## src/rtl/fpstk_pkg.sv

```systemverilog
`timescale 1ns/1ps
package fpstk_pkg;

    parameter int unsigned FPS_DEPTH = 8;
    parameter int unsigned FPS_WIDTH = 64;

    typedef enum logic [3:0] {
        OP_IDLE   = 4'd0,
        OP_INIT   = 4'd1,
        OP_PUSH   = 4'd2,
        OP_PUSHZ  = 4'd3,
        OP_STORE  = 4'd4,
        OP_STOREP = 4'd5,
        OP_UPD0   = 4'd6,
        OP_UPDI   = 4'd7,
        OP_UPDIP  = 4'd8
    } fps_op_e;

    typedef enum logic [1:0] {
        SRC_LOAD   = 2'd0,
        SRC_ZERO   = 2'd1,
        SRC_RESULT = 2'd2
    } fps_src_e;

    typedef struct packed {
        logic     en;
        fps_src_e src;
    } fps_wr_t;

    function automatic logic is_push(input fps_op_e o);
        return (o == OP_PUSH) || (o == OP_PUSHZ);
    endfunction

    function automatic logic is_update(input fps_op_e o);
        return (o == OP_UPD0) || (o == OP_UPDI) || (o == OP_UPDIP);
    endfunction

endpackage

```

## src/rtl/fpstk_regfile.sv

```systemverilog
`timescale 1ns/1ps
module fpstk_regfile
    import fpstk_pkg::*;
#(
    parameter int unsigned DEPTH = FPS_DEPTH,
    parameter int unsigned WIDTH = FPS_WIDTH,
    localparam int unsigned PTR_W = $clog2(DEPTH)
) (
    input  logic             clk,
    input  logic             rst,
    input  logic             we,
    input  logic [PTR_W-1:0] waddr,
    input  logic [WIDTH-1:0] wdata,
    input  logic [PTR_W-1:0] ra,
    input  logic [PTR_W-1:0] rb,
    output logic [WIDTH-1:0] rda,
    output logic [WIDTH-1:0] rdb
);

    logic [WIDTH-1:0] mem [DEPTH];
    logic [DEPTH-1:0] slot_hit;

    for (genvar g = 0; g < DEPTH; g++) begin : g_dec
        assign slot_hit[g] = we && (waddr == PTR_W'(g));
    end

    always_ff @(posedge clk) begin
        if (rst) begin
            for (int n = 0; n < DEPTH; n++) mem[n] <= '0;
        end else begin
            for (int n = 0; n < DEPTH; n++)
                if (slot_hit[n]) mem[n] <= wdata;
        end
    end

    assign rda = mem[ra];
    assign rdb = mem[rb];

endmodule

```

## src/rtl/fpstk_ctrl.sv

```systemverilog
`timescale 1ns/1ps
module fpstk_ctrl
    import fpstk_pkg::*;
#(
    parameter int unsigned DEPTH = FPS_DEPTH,
    localparam int unsigned PTR_W = $clog2(DEPTH)
) (
    input  logic             clk,
    input  logic             rst,
    input  logic [3:0]       op,
    input  logic [PTR_W-1:0] idx,
    output logic [PTR_W-1:0] top_q,
    output logic [DEPTH-1:0] tags_q,
    output logic             ovf_q,
    output logic             unf_q,
    output fps_wr_t          wr,
    output logic [PTR_W-1:0] wr_slot,
    output logic [PTR_W-1:0] rel_slot,
    output logic             rd_fire
);

    fps_op_e          op_e;
    logic [PTR_W-1:0] push_slot, pop_next;
    logic [PTR_W-1:0] nxt_top;
    logic [DEPTH-1:0] nxt_tags;
    logic             ovf_d, unf_d;

    assign op_e      = fps_op_e'(op);
    assign rel_slot  = top_q + idx;
    assign push_slot = top_q - PTR_W'(1);
    assign pop_next  = top_q + PTR_W'(1);

    always_comb begin
        nxt_top  = top_q;
        nxt_tags = tags_q;
        wr       = '{en: 1'b0, src: SRC_RESULT};
        wr_slot  = top_q;
        ovf_d    = 1'b0;
        unf_d    = 1'b0;
        rd_fire  = 1'b0;
        if (op_e == OP_INIT) begin
            nxt_top  = '0;
            nxt_tags = '0;
        end else if (is_push(op_e)) begin
            if (tags_q[push_slot]) begin
                ovf_d = 1'b1;
            end else begin
                wr                  = '{en: 1'b1, src: (op_e == OP_PUSHZ) ? SRC_ZERO : SRC_LOAD};
                wr_slot             = push_slot;
                nxt_tags[push_slot] = 1'b1;
                nxt_top             = push_slot;
            end
        end else if (op_e == OP_STORE || op_e == OP_STOREP) begin
            if (!tags_q[top_q]) begin
                unf_d = 1'b1;
            end else begin
                rd_fire = 1'b1;
                if (op_e == OP_STOREP) begin
                    nxt_tags[top_q] = 1'b0;
                    nxt_top         = pop_next;
                end
            end
        end else if (is_update(op_e)) begin
            if (!(tags_q[top_q] && tags_q[rel_slot])) begin
                unf_d = 1'b1;
            end else begin
                wr      = '{en: 1'b1, src: SRC_RESULT};
                wr_slot = (op_e == OP_UPD0) ? top_q : rel_slot;
                if (op_e == OP_UPDIP) begin
                    nxt_tags[top_q] = 1'b0;
                    nxt_top         = pop_next;
                end
            end
        end
    end

    always_ff @(posedge clk) begin
        if (rst) begin
            top_q  <= '0;
            tags_q <= '0;
            ovf_q  <= 1'b0;
            unf_q  <= 1'b0;
        end else begin
            top_q  <= nxt_top;
            tags_q <= nxt_tags;
            ovf_q  <= ovf_d;
            unf_q  <= unf_d;
        end
    end

endmodule

```

## src/rtl/fpstack_mgr.sv

```systemverilog
`timescale 1ns/1ps
module fpstack_mgr
    import fpstk_pkg::*;
#(
    parameter int unsigned DEPTH = FPS_DEPTH,
    parameter int unsigned WIDTH = FPS_WIDTH,
    localparam int unsigned PTR_W = $clog2(DEPTH)
) (
    input  logic             clk,
    input  logic             rst,
    input  logic [3:0]       op,
    input  logic [PTR_W-1:0] idx,
    input  logic [WIDTH-1:0] load_data,
    input  logic [WIDTH-1:0] result_data,
    output logic [WIDTH-1:0] opa_data,
    output logic [WIDTH-1:0] opb_data,
    output logic             store_valid,
    output logic [WIDTH-1:0] store_data,
    output logic [PTR_W-1:0] top_ptr,
    output logic [DEPTH-1:0] tag_valid,
    output logic             overflow,
    output logic             underflow
);

    fps_wr_t          wr;
    logic [PTR_W-1:0] wr_slot, rel_slot;
    logic             rd_fire;
    logic [WIDTH-1:0] wdata;

    fpstk_ctrl #(.DEPTH(DEPTH)) u_ctrl (
        .clk     (clk),
        .rst     (rst),
        .op      (op),
        .idx     (idx),
        .top_q   (top_ptr),
        .tags_q  (tag_valid),
        .ovf_q   (overflow),
        .unf_q   (underflow),
        .wr      (wr),
        .wr_slot (wr_slot),
        .rel_slot(rel_slot),
        .rd_fire (rd_fire)
    );

    always_comb begin
        unique case (wr.src)
            SRC_LOAD: wdata = load_data;
            SRC_ZERO: wdata = '0;
            default:  wdata = result_data;
        endcase
    end

    fpstk_regfile #(.DEPTH(DEPTH), .WIDTH(WIDTH)) u_rf (
        .clk  (clk),
        .rst  (rst),
        .we   (wr.en),
        .waddr(wr_slot),
        .wdata(wdata),
        .ra   (top_ptr),
        .rb   (rel_slot),
        .rda  (opa_data),
        .rdb  (opb_data)
    );

    always_ff @(posedge clk) begin
        if (rst) begin
            store_valid <= 1'b0;
            store_data  <= '0;
        end else begin
            store_valid <= rd_fire;
            if (rd_fire) store_data <= opa_data;
        end
    end

endmodule

```

## config.mk

```make
export PLATFORM = sky130hd
export DESIGN_NAME = fpstack_mgr
export DESIGN_NICKNAME = d
export VERILOG_FILES = /design/src/rtl/fpstk_pkg.sv /design/src/rtl/fpstk_regfile.sv /design/src/rtl/fpstk_ctrl.sv /design/src/rtl/fpstack_mgr.sv
export SDC_FILE = /design/constraint.sdc
export NUM_CORES = 1
export LEC_CHECK = 0
export BUFFER_PORTS_ARGS = -buffer_cell sky130_fd_sc_hd__buf_2
export CAP_MARGIN = 20
export CORE_MARGIN = 4
export CORE_UTILIZATION = 53
export CTS_CLUSTER_SIZE = 14
export DETAILED_ROUTE_END_ITERATION = 10
export PLACE_DENSITY = 0.8
export SLEW_MARGIN = 30
export SYNTH_ARGS = -nofsm -noshare
export SYNTH_HDL_FRONTEND = slang
export SYNTH_SLANG_ARGS = --single-unit
```

## constraint.sdc

```tcl
create_clock -name clk -period 7.5 [get_ports clk]
set_clock_uncertainty 0.05 [all_clocks]
set_input_delay 1.125 -clock clk [delete_from_list [all_inputs] [get_ports clk]]
set_output_delay 1.125 -clock clk [all_outputs]
set_load 0.01 [all_outputs]
```

==> results_dict.tcl, run 1 <==
set metrics [dict create \
    status "complete, no violations" \
    hp-class "register to register" \
    syn_nets 2226 \
    dp_hpwl_um 55000 \
    clock_sinks 593 \
    reg2reg_slack_ns 1.80 \
    drc 0 \
    worst_pin_slew_ns 0.936 \
    synth_edf_count 512 \
    coreArea_um2 56300 \
    holdCritStartpoint "store_data[23]" \
    final_util_pct 61.7 \
    crit_path_start_kind "register" \
    worstSkewPairLatency_ns 0.62 \
    synth_ff_type "edfxtp_1" \
    final_area_um2 34700 \
    crit_path_end_kind "register" \
    regArea_um2 17000 \
    synth-adder-area-share_pct 0.191 \
    max-clock-path-buffers 3 \
    drtIter0Drc 2843 \
    synth_top_family_by_area "multiplexers" \
    synth_compound_gate_area_share_pct 2.89 \
    cts-root-buf "clkbuf_16" \
    multi_input_area_um2 12300 \
    die_x_um 246 \
    drv_cap 0 \
    io_buffers 342 \
    overflow 0 \
    routabilityCongestion 0.839 \
    fin_crit_sh_pct 76.0 \
    cp_data_required_time_ns 7.72 \
    area_growth_pct 15.4 \
    r2r-end "u_rf.mem[0][39]" \
    finalWirelength_um 89800 \
    final_common_cell "edfxtp_1" \
    reg2reg_from "u_ctrl.top_q[0]" \
    nFillCells 4112 \
    yosysWarnings 0 \
    p_sw_mw 2.06 \
    tritoncts "yes" \
    via_per_inst 6.69 \
    dp_slack_ns 1.45 \
    setup_viol 0 \
    hold_ws_ns 0.436 \
    synthXorXnorAreaFrac_pct 0.133 \
    drt-pass1-iter-count 6 \
    grt_max_degree 107 \
    numCtsBuffers 60 \
    crit_path_max_fanout 67 \
    worstPathArrival_ns 5.91 \
    cp-startpoint "u_ctrl.top_q[0]" \
    slew_headroom_pct 37.6 \
    track_usage_pct 29.2 \
    finalHoldViolCount 0 \
    setup_tns_ns 0 \
    row_count 87 \
    final_cell_mix "edfxtp_1, buf_2, nor2_1" \
    synth.top_cell.area_share_pct 51.1 \
    power_frac_seq_pct 46.4 \
    timing_worst_setup_path_type "register to register" \
    crit_path_end "u_rf.mem[0][39]" \
    synth_top_area_cell "edfxtp_1" \
    ys_ff_latch 593 \
    dp.cells 3035 \
    slew_violations 0 \
    cts-resized-gates 0 \
    diodes 0 \
    p_leak_nw 12.9 \
    num_vias 21062 \
    dpl_cell_area_um2 32600 \
    setup_ws_ns 1.80 \
    p_total_mw 8.25 \
    wl_per_cell_um 28.5 \
    p_int_mw 6.19 \
    syn-cell-area_um2 30100 \
    grt_pass1_vias 21330 \
    comb_power_share_pct 14.7 \
    post-route-min-period_ns 5.70 \
    instances_no_fill 3149 \
    path_clk_slew_ns 0.06 \
    drive_above_1_share_pct 37.6 \
    htreeDepth 2 \
    synth-simple-area-share_pct 10.3 \
    clkPwrFrac_pct 38.9 \
    power.density_nw_per_um2 237 \
    post-cts-setup-buffers 0 \
    rsz0062_at_grt "false" \
    die-area_um2 60700 \
    ant_nets 0 \
    async_reset_ff_share_pct 0 \
    fmax_ghz 0.175 \
    pin_count 343 \
    synthDistinctLibCells 56 \
    final_nets 2484 \
    ys_seq_area_share_pct 56.4 \
    synthMuxAreaShare_pct 26.6 \
    die_h_um 246 \
    synthTopCellsByArea "edfxtp_1, mux4_2, dfxtp_1" \
    ir_drop_v 0.000174 \
    antenna_found_initial 2 \
    start_util_pct 53.5 \
    holdBufCountCts 0 \
    switching_share_pct 25.0 \
    grt_pass1_wl_um 134000 \
    synthCells 2085 \
    reg2reg_depth 12 \
    synth.avg_cell_area_um2 14.4 \
]
[logic make-up (layout without fill, tap and decap cells)]
logic type	Yosys count	after routing
buffers and inverters	264	572
adders and majority gates	4	4
xor gates and xnor gates	3	3
muxes	459	459
and+or+nand+nor	647	647
AOI/OAI and AO/OA	115	115
DFF	593	593
[critical path, cell delays in order, from the launching register on]
cell and delay, ns:
dfxtp_1 0.50, buf_4 0.29, inv_1 0.11, ha_1 0.51
mux4_2 0.64, mux2i_4 0.21, buf_4 0.68, a21oi_1 0.28
a211oi_4 0.56, nand4_1 0.17, buf_4 0.37, nand2b_4 0.44
buf_4 0.47
[power groups by stage]
| stage | combinational [mW] | clock [mW] | sequential, mW |
|---|---|---|---|
| 6_report | 1.21 | 3.21 | 3.82 |
| 2_1_floorplan | 0.779 | 0 | 3.85 |
| 3_5_place_dp | 1.20 | 0 | 3.88 |
| 3_3_place_gp | 1.17 | 0 | 3.87 |
| 4_1_cts | 1.21 | 3.24 | 3.82 |
| 5_1_grt | 1.28 | 3.39 | 3.83 |
[registers in the layout (all words and copies together) (netlist names), named ones only]
name,count
u_ctrl.ovf_q,1
store_valid,1
u_ctrl.top_q,3
store_data,64
u_ctrl.tags_q,8
u_rf.mem,512
u_ctrl.unf_q,1
[worst min-delay path by stage]
stage / to / slack (ns) / depth (start not counted)
2_1_floorplan: store_data[24] / 0.48 / 2
3_3_place_gp: store_data[1] / 0.42 / 2
3_5_place_dp: store_data[23] / 0.42 / 2
4_1_cts: store_data[23] / 0.44 / 2
5_1_grt: store_data[8] / 0.47 / 2
6_report: store_data[23] / 0.44 / 2
[routing by layer]
| metal | up-vias | track usage [%] | share of wire, % |
|---|---|---|---|
| li1 | 8624 | - | - |
| met1 | 10620 | 38.6 | 36 |
| met2 | 1599 | 49.0 | 49 |
| met3 | 219 | 5.42 | 11 |
| met4 | 0 | 10.5 | 3.7 |
| met5 | - | 0 | 0 |
[cell usage after synthesis (3+ instances only)]
library cell / n
edfxtp_1: 512
buf_1: 35
o21bai_1: 4
a21o_1: 65
dfxtp_1: 81
a21oi_1: 11
nor2_1: 288
mux2_2: 131
mux2i_1: 66
nor4_1: 4
o21ai_0: 5
mux4_2: 260
nand2_1: 73
buf_4: 4
buf_2: 20
ha_1: 3
nand3_1: 5
inv_1: 71
clkbuf_1: 134
a31oi_1: 3
nor3_1: 182
nand4b_1: 66
nor2b_1: 4
nand2b_1: 8
a211oi_1: 8
nor3b_1: 3
[cell type report]
class                   count  share of cell area, %
clock buffers              70                   4.49
flip-flops and latches    593                   49.0
repair buffers            389                   6.24
inverters                  71                  0.767
well taps                 756                   2.72
clock inverters            42                   1.54
multi-input cells        1228                   35.3
Power figures use the tool's default switching activity.
==> run 2: changes to the inputs <==
Settings changed: ABC_AREA set to 1.
Clock period 7.5 ns to 4.65 ns, I/O delays scaled along.
==> run 2 against run 1 <==
  * The run now ends with design-rule violations left
  * Register-to-register slack worse by 1.0 ns
  * Power is 61% higher
  * Combinational power up 39%
  * Count of clock-buffer cells in the layout is 8 higher
  * Global-route usage is 0.34 points higher
  * Sequential share of layout area down 0.11 points
  * Die area is 0.65% higher
  * Setup slack got worse by 1.6 ns
  * Final cell count grew 41%
  * Clock power increased by 70%
  * Sequential power grew 60%
  * Critical endpoint is now opb_data[26]
  * Highest routed layer unchanged
==> results_dict.tcl, run 2 <==
set metrics [dict create \
    drv_cap 0 \
    drtIter0Drc 3090 \
    p_sw_mw 3.38 \
    dp_hpwl_um 55500 \
    worstSkewPairLatency_ns 0.63 \
    violations "design-rule violations" \
    crit_path_end "opb_data[26]" \
    ys_seq_area_share_pct 56.1 \
    synth_ff_type "edfxtp_1" \
    post-route-min-period_ns 4.46 \
    status "complete, but fails checks" \
    timing_worst_setup_path_type "register to primary output" \
    row_count 87 \
    cp_data_required_time_ns 3.90 \
    r2r-end "u_rf.mem[3][52]" \
    hp-class "register to register" \
    drive_above_1_share_pct 15.2 \
    numCtsBuffers 60 \
    crit_path_end_kind "primary output" \
    drt-pass1-iter-count 8 \
    pin_count 343 \
    die-area_um2 61100 \
    worst_pin_slew_ns 1.00 \
    area_growth_pct 14.8 \
    max-clock-path-buffers 3 \
    p_int_mw 9.87 \
    synthTopCellsByArea "edfxtp_1, nor2_1, o21ai_0" \
    synth_top_area_cell "edfxtp_1" \
    syn-cell-area_um2 30300 \
    overflow 0 \
    switching_share_pct 25.5 \
    reg2reg_from "u_ctrl.top_q[1]" \
    cp-startpoint "u_ctrl.top_q[1]" \
    slew_violations 0 \
    cts-resized-gates 0 \
    coreArea_um2 56500 \
    io_buffers 342 \
    rsz0062_at_grt "false" \
    power_frac_seq_pct 46.1 \
    fin_crit_sh_pct 96.0 \
    setup_tns_ns 0 \
    ant_nets 0 \
    largest-register "u_rf.mem" \
    reg2reg_slack_ns 0.79 \
    clock_sinks 593 \
    wl_per_cell_um 21.2 \
    die_x_um 247 \
    synth.avg_cell_area_um2 8.83 \
    ir_drop_v 0.000376 \
    synth.top_cell.area_share_pct 50.7 \
    die_h_um 247 \
    antenna_found_initial 1 \
    cts-root-buf "clkbuf_16" \
    finalWirelength_um 93900 \
    synth.most_common_cell "nor2_1" \
    async_reset_ff_share_pct 0 \
    ys_ff_latch 593 \
    crit_path_start_kind "register" \
    setup_viol 0 \
    routabilityCongestion 0.865 \
    synth_edf_count 512 \
    final_cell_mix "nor2_1, edfxtp_1, o21ai_0" \
    finalHoldViolCount 0 \
    start_util_pct 53.7 \
    grt_max_degree 175 \
    dp_slack_ns 0.528 \
    via_per_inst 6.11 \
    holdBufCountCts 0 \
    fmax_ghz 0.224 \
    largest_reg_flops 512 \
    tritoncts "yes" \
    yosysWarnings 0 \
    comb_power_share_pct 12.7 \
    syn_nets 3575 \
    synthCells 3434 \
    top_regs "u_rf.mem (512), store_data (64), u_ctrl.tags_q (8)" \
    track_usage_pct 29.6 \
    drc 1 \
    p_leak_nw 13.3 \
    final_common_cell "nor2_1" \
    path_clk_slew_ns 0.07 \
    grt_pass1_wl_um 141000 \
    post-cts-setup-buffers 0 \
    worstPathArrival_ns 3.71 \
    num_vias 27060 \
    synth_common_cells "nor2_1, edfxtp_1, o21ai_0" \
    slew_headroom_pct 33.2 \
    grt_pass1_vias 25366 \
    final_nets 3760 \
    clkPwrFrac_pct 41.2 \
    setup_ws_ns 0.188 \
    power.density_nw_per_um2 381 \
    htreeDepth 2 \
    crit_path_max_fanout 115 \
    synthDistinctLibCells 33 \
    reg2reg_depth 17 \
]
==> run 2: kinds of logic after synthesis <==
| group | Yosys count | share of synthesized area (%) |
|---|---|---|
| and+or+nand+nor | 1316 | 16.6 |
| AOI/OAI and AO/OA | 1003 | 19.8 |
| DFF | 593 | 56.1 |
| buffers and inverters | 517 | 7.37 |
| adders and majority gates | 4 | 0.190 |
| xor gates and xnor gates | 1 | 0.0289 |
==> run 2: routing by layer <==
layer | GRT usage, % | vias to the layer above | part of all wire, %
met3 | 4.55 | 269 | 10
met4 | 12.5 | 0 | 3.9
met1 | 38.8 | 12720 | 38
li1 | - | 12354 | -
met5 | 0 | - | 0
met2 | 49.2 | 1717 | 48
==> run 2: final cells by class <==
cell class	count	area, um2
clock inverter	36	553
fill	4593	21700
clock buffer	78	1690
timing repair buffer	411	2550
inverter	229	867
multi-input combinational	2324	11200
antenna	1	2.50
sequential	593	17000
tap	756	946
==> run 2: worst min path at each step <==
| stage | cells after the start | endpoint | slack (ns) | startpoint |
|---|---|---|---|---|
| 5_1_grt | 2 | store_data[53] | 0.44 | store_data[53] |
| 3_3_place_gp | 2 | store_data[45] | 0.40 | store_data[45] |
| 2_1_floorplan | 2 | store_data[18] | 0.44 | store_data[18] |
| 3_5_place_dp | 2 | store_data[2] | 0.41 | store_data[2] |
| 4_1_cts | 3 | u_rf.mem[6][24] | 0.41 | load_data[24] |
| 6_report | 2 | store_data[2] | 0.42 | store_data[2] |
==> run 2: metrics by stage <==
stage	hold slack, ns	utilization [%]	cells	instance area, um2	power, mW
detailed placement	0.406	57.6	4313	32600	7.87
floorplan	0.440	-	3434	30300	7.20
finish	0.416	61.6	4428	34800	13.3
global placement	0.402	57.6	4313	32600	7.84
CTS	0.406	61.6	4427	34800	13.3
global route	0.443	61.6	4428	34800	13.7
==> run 2: power by group through the flow <==
stage / clock (mW) / combinational (mW) / sequential, mW
finish: 5.46 / 1.68 / 6.11
global route: 5.73 / 1.82 / 6.13
CTS: 5.50 / 1.66 / 6.11
detailed placement: 0 / 1.65 / 6.22
global placement: 0 / 1.63 / 6.21
floorplan: 0 / 1.00 / 6.20
==> run 2: worst max-delay path, cell delays in order (launching register included) <==
cell      delay [ns]
dfxtp_1         0.33
clkinv_1        0.06
buf_4           0.19
fa_4            0.91
buf_12          0.43
o21ai_0         0.25
o22ai_1         0.24
nor2_1          0.06
a31oi_1         0.29
buf_2           0.20
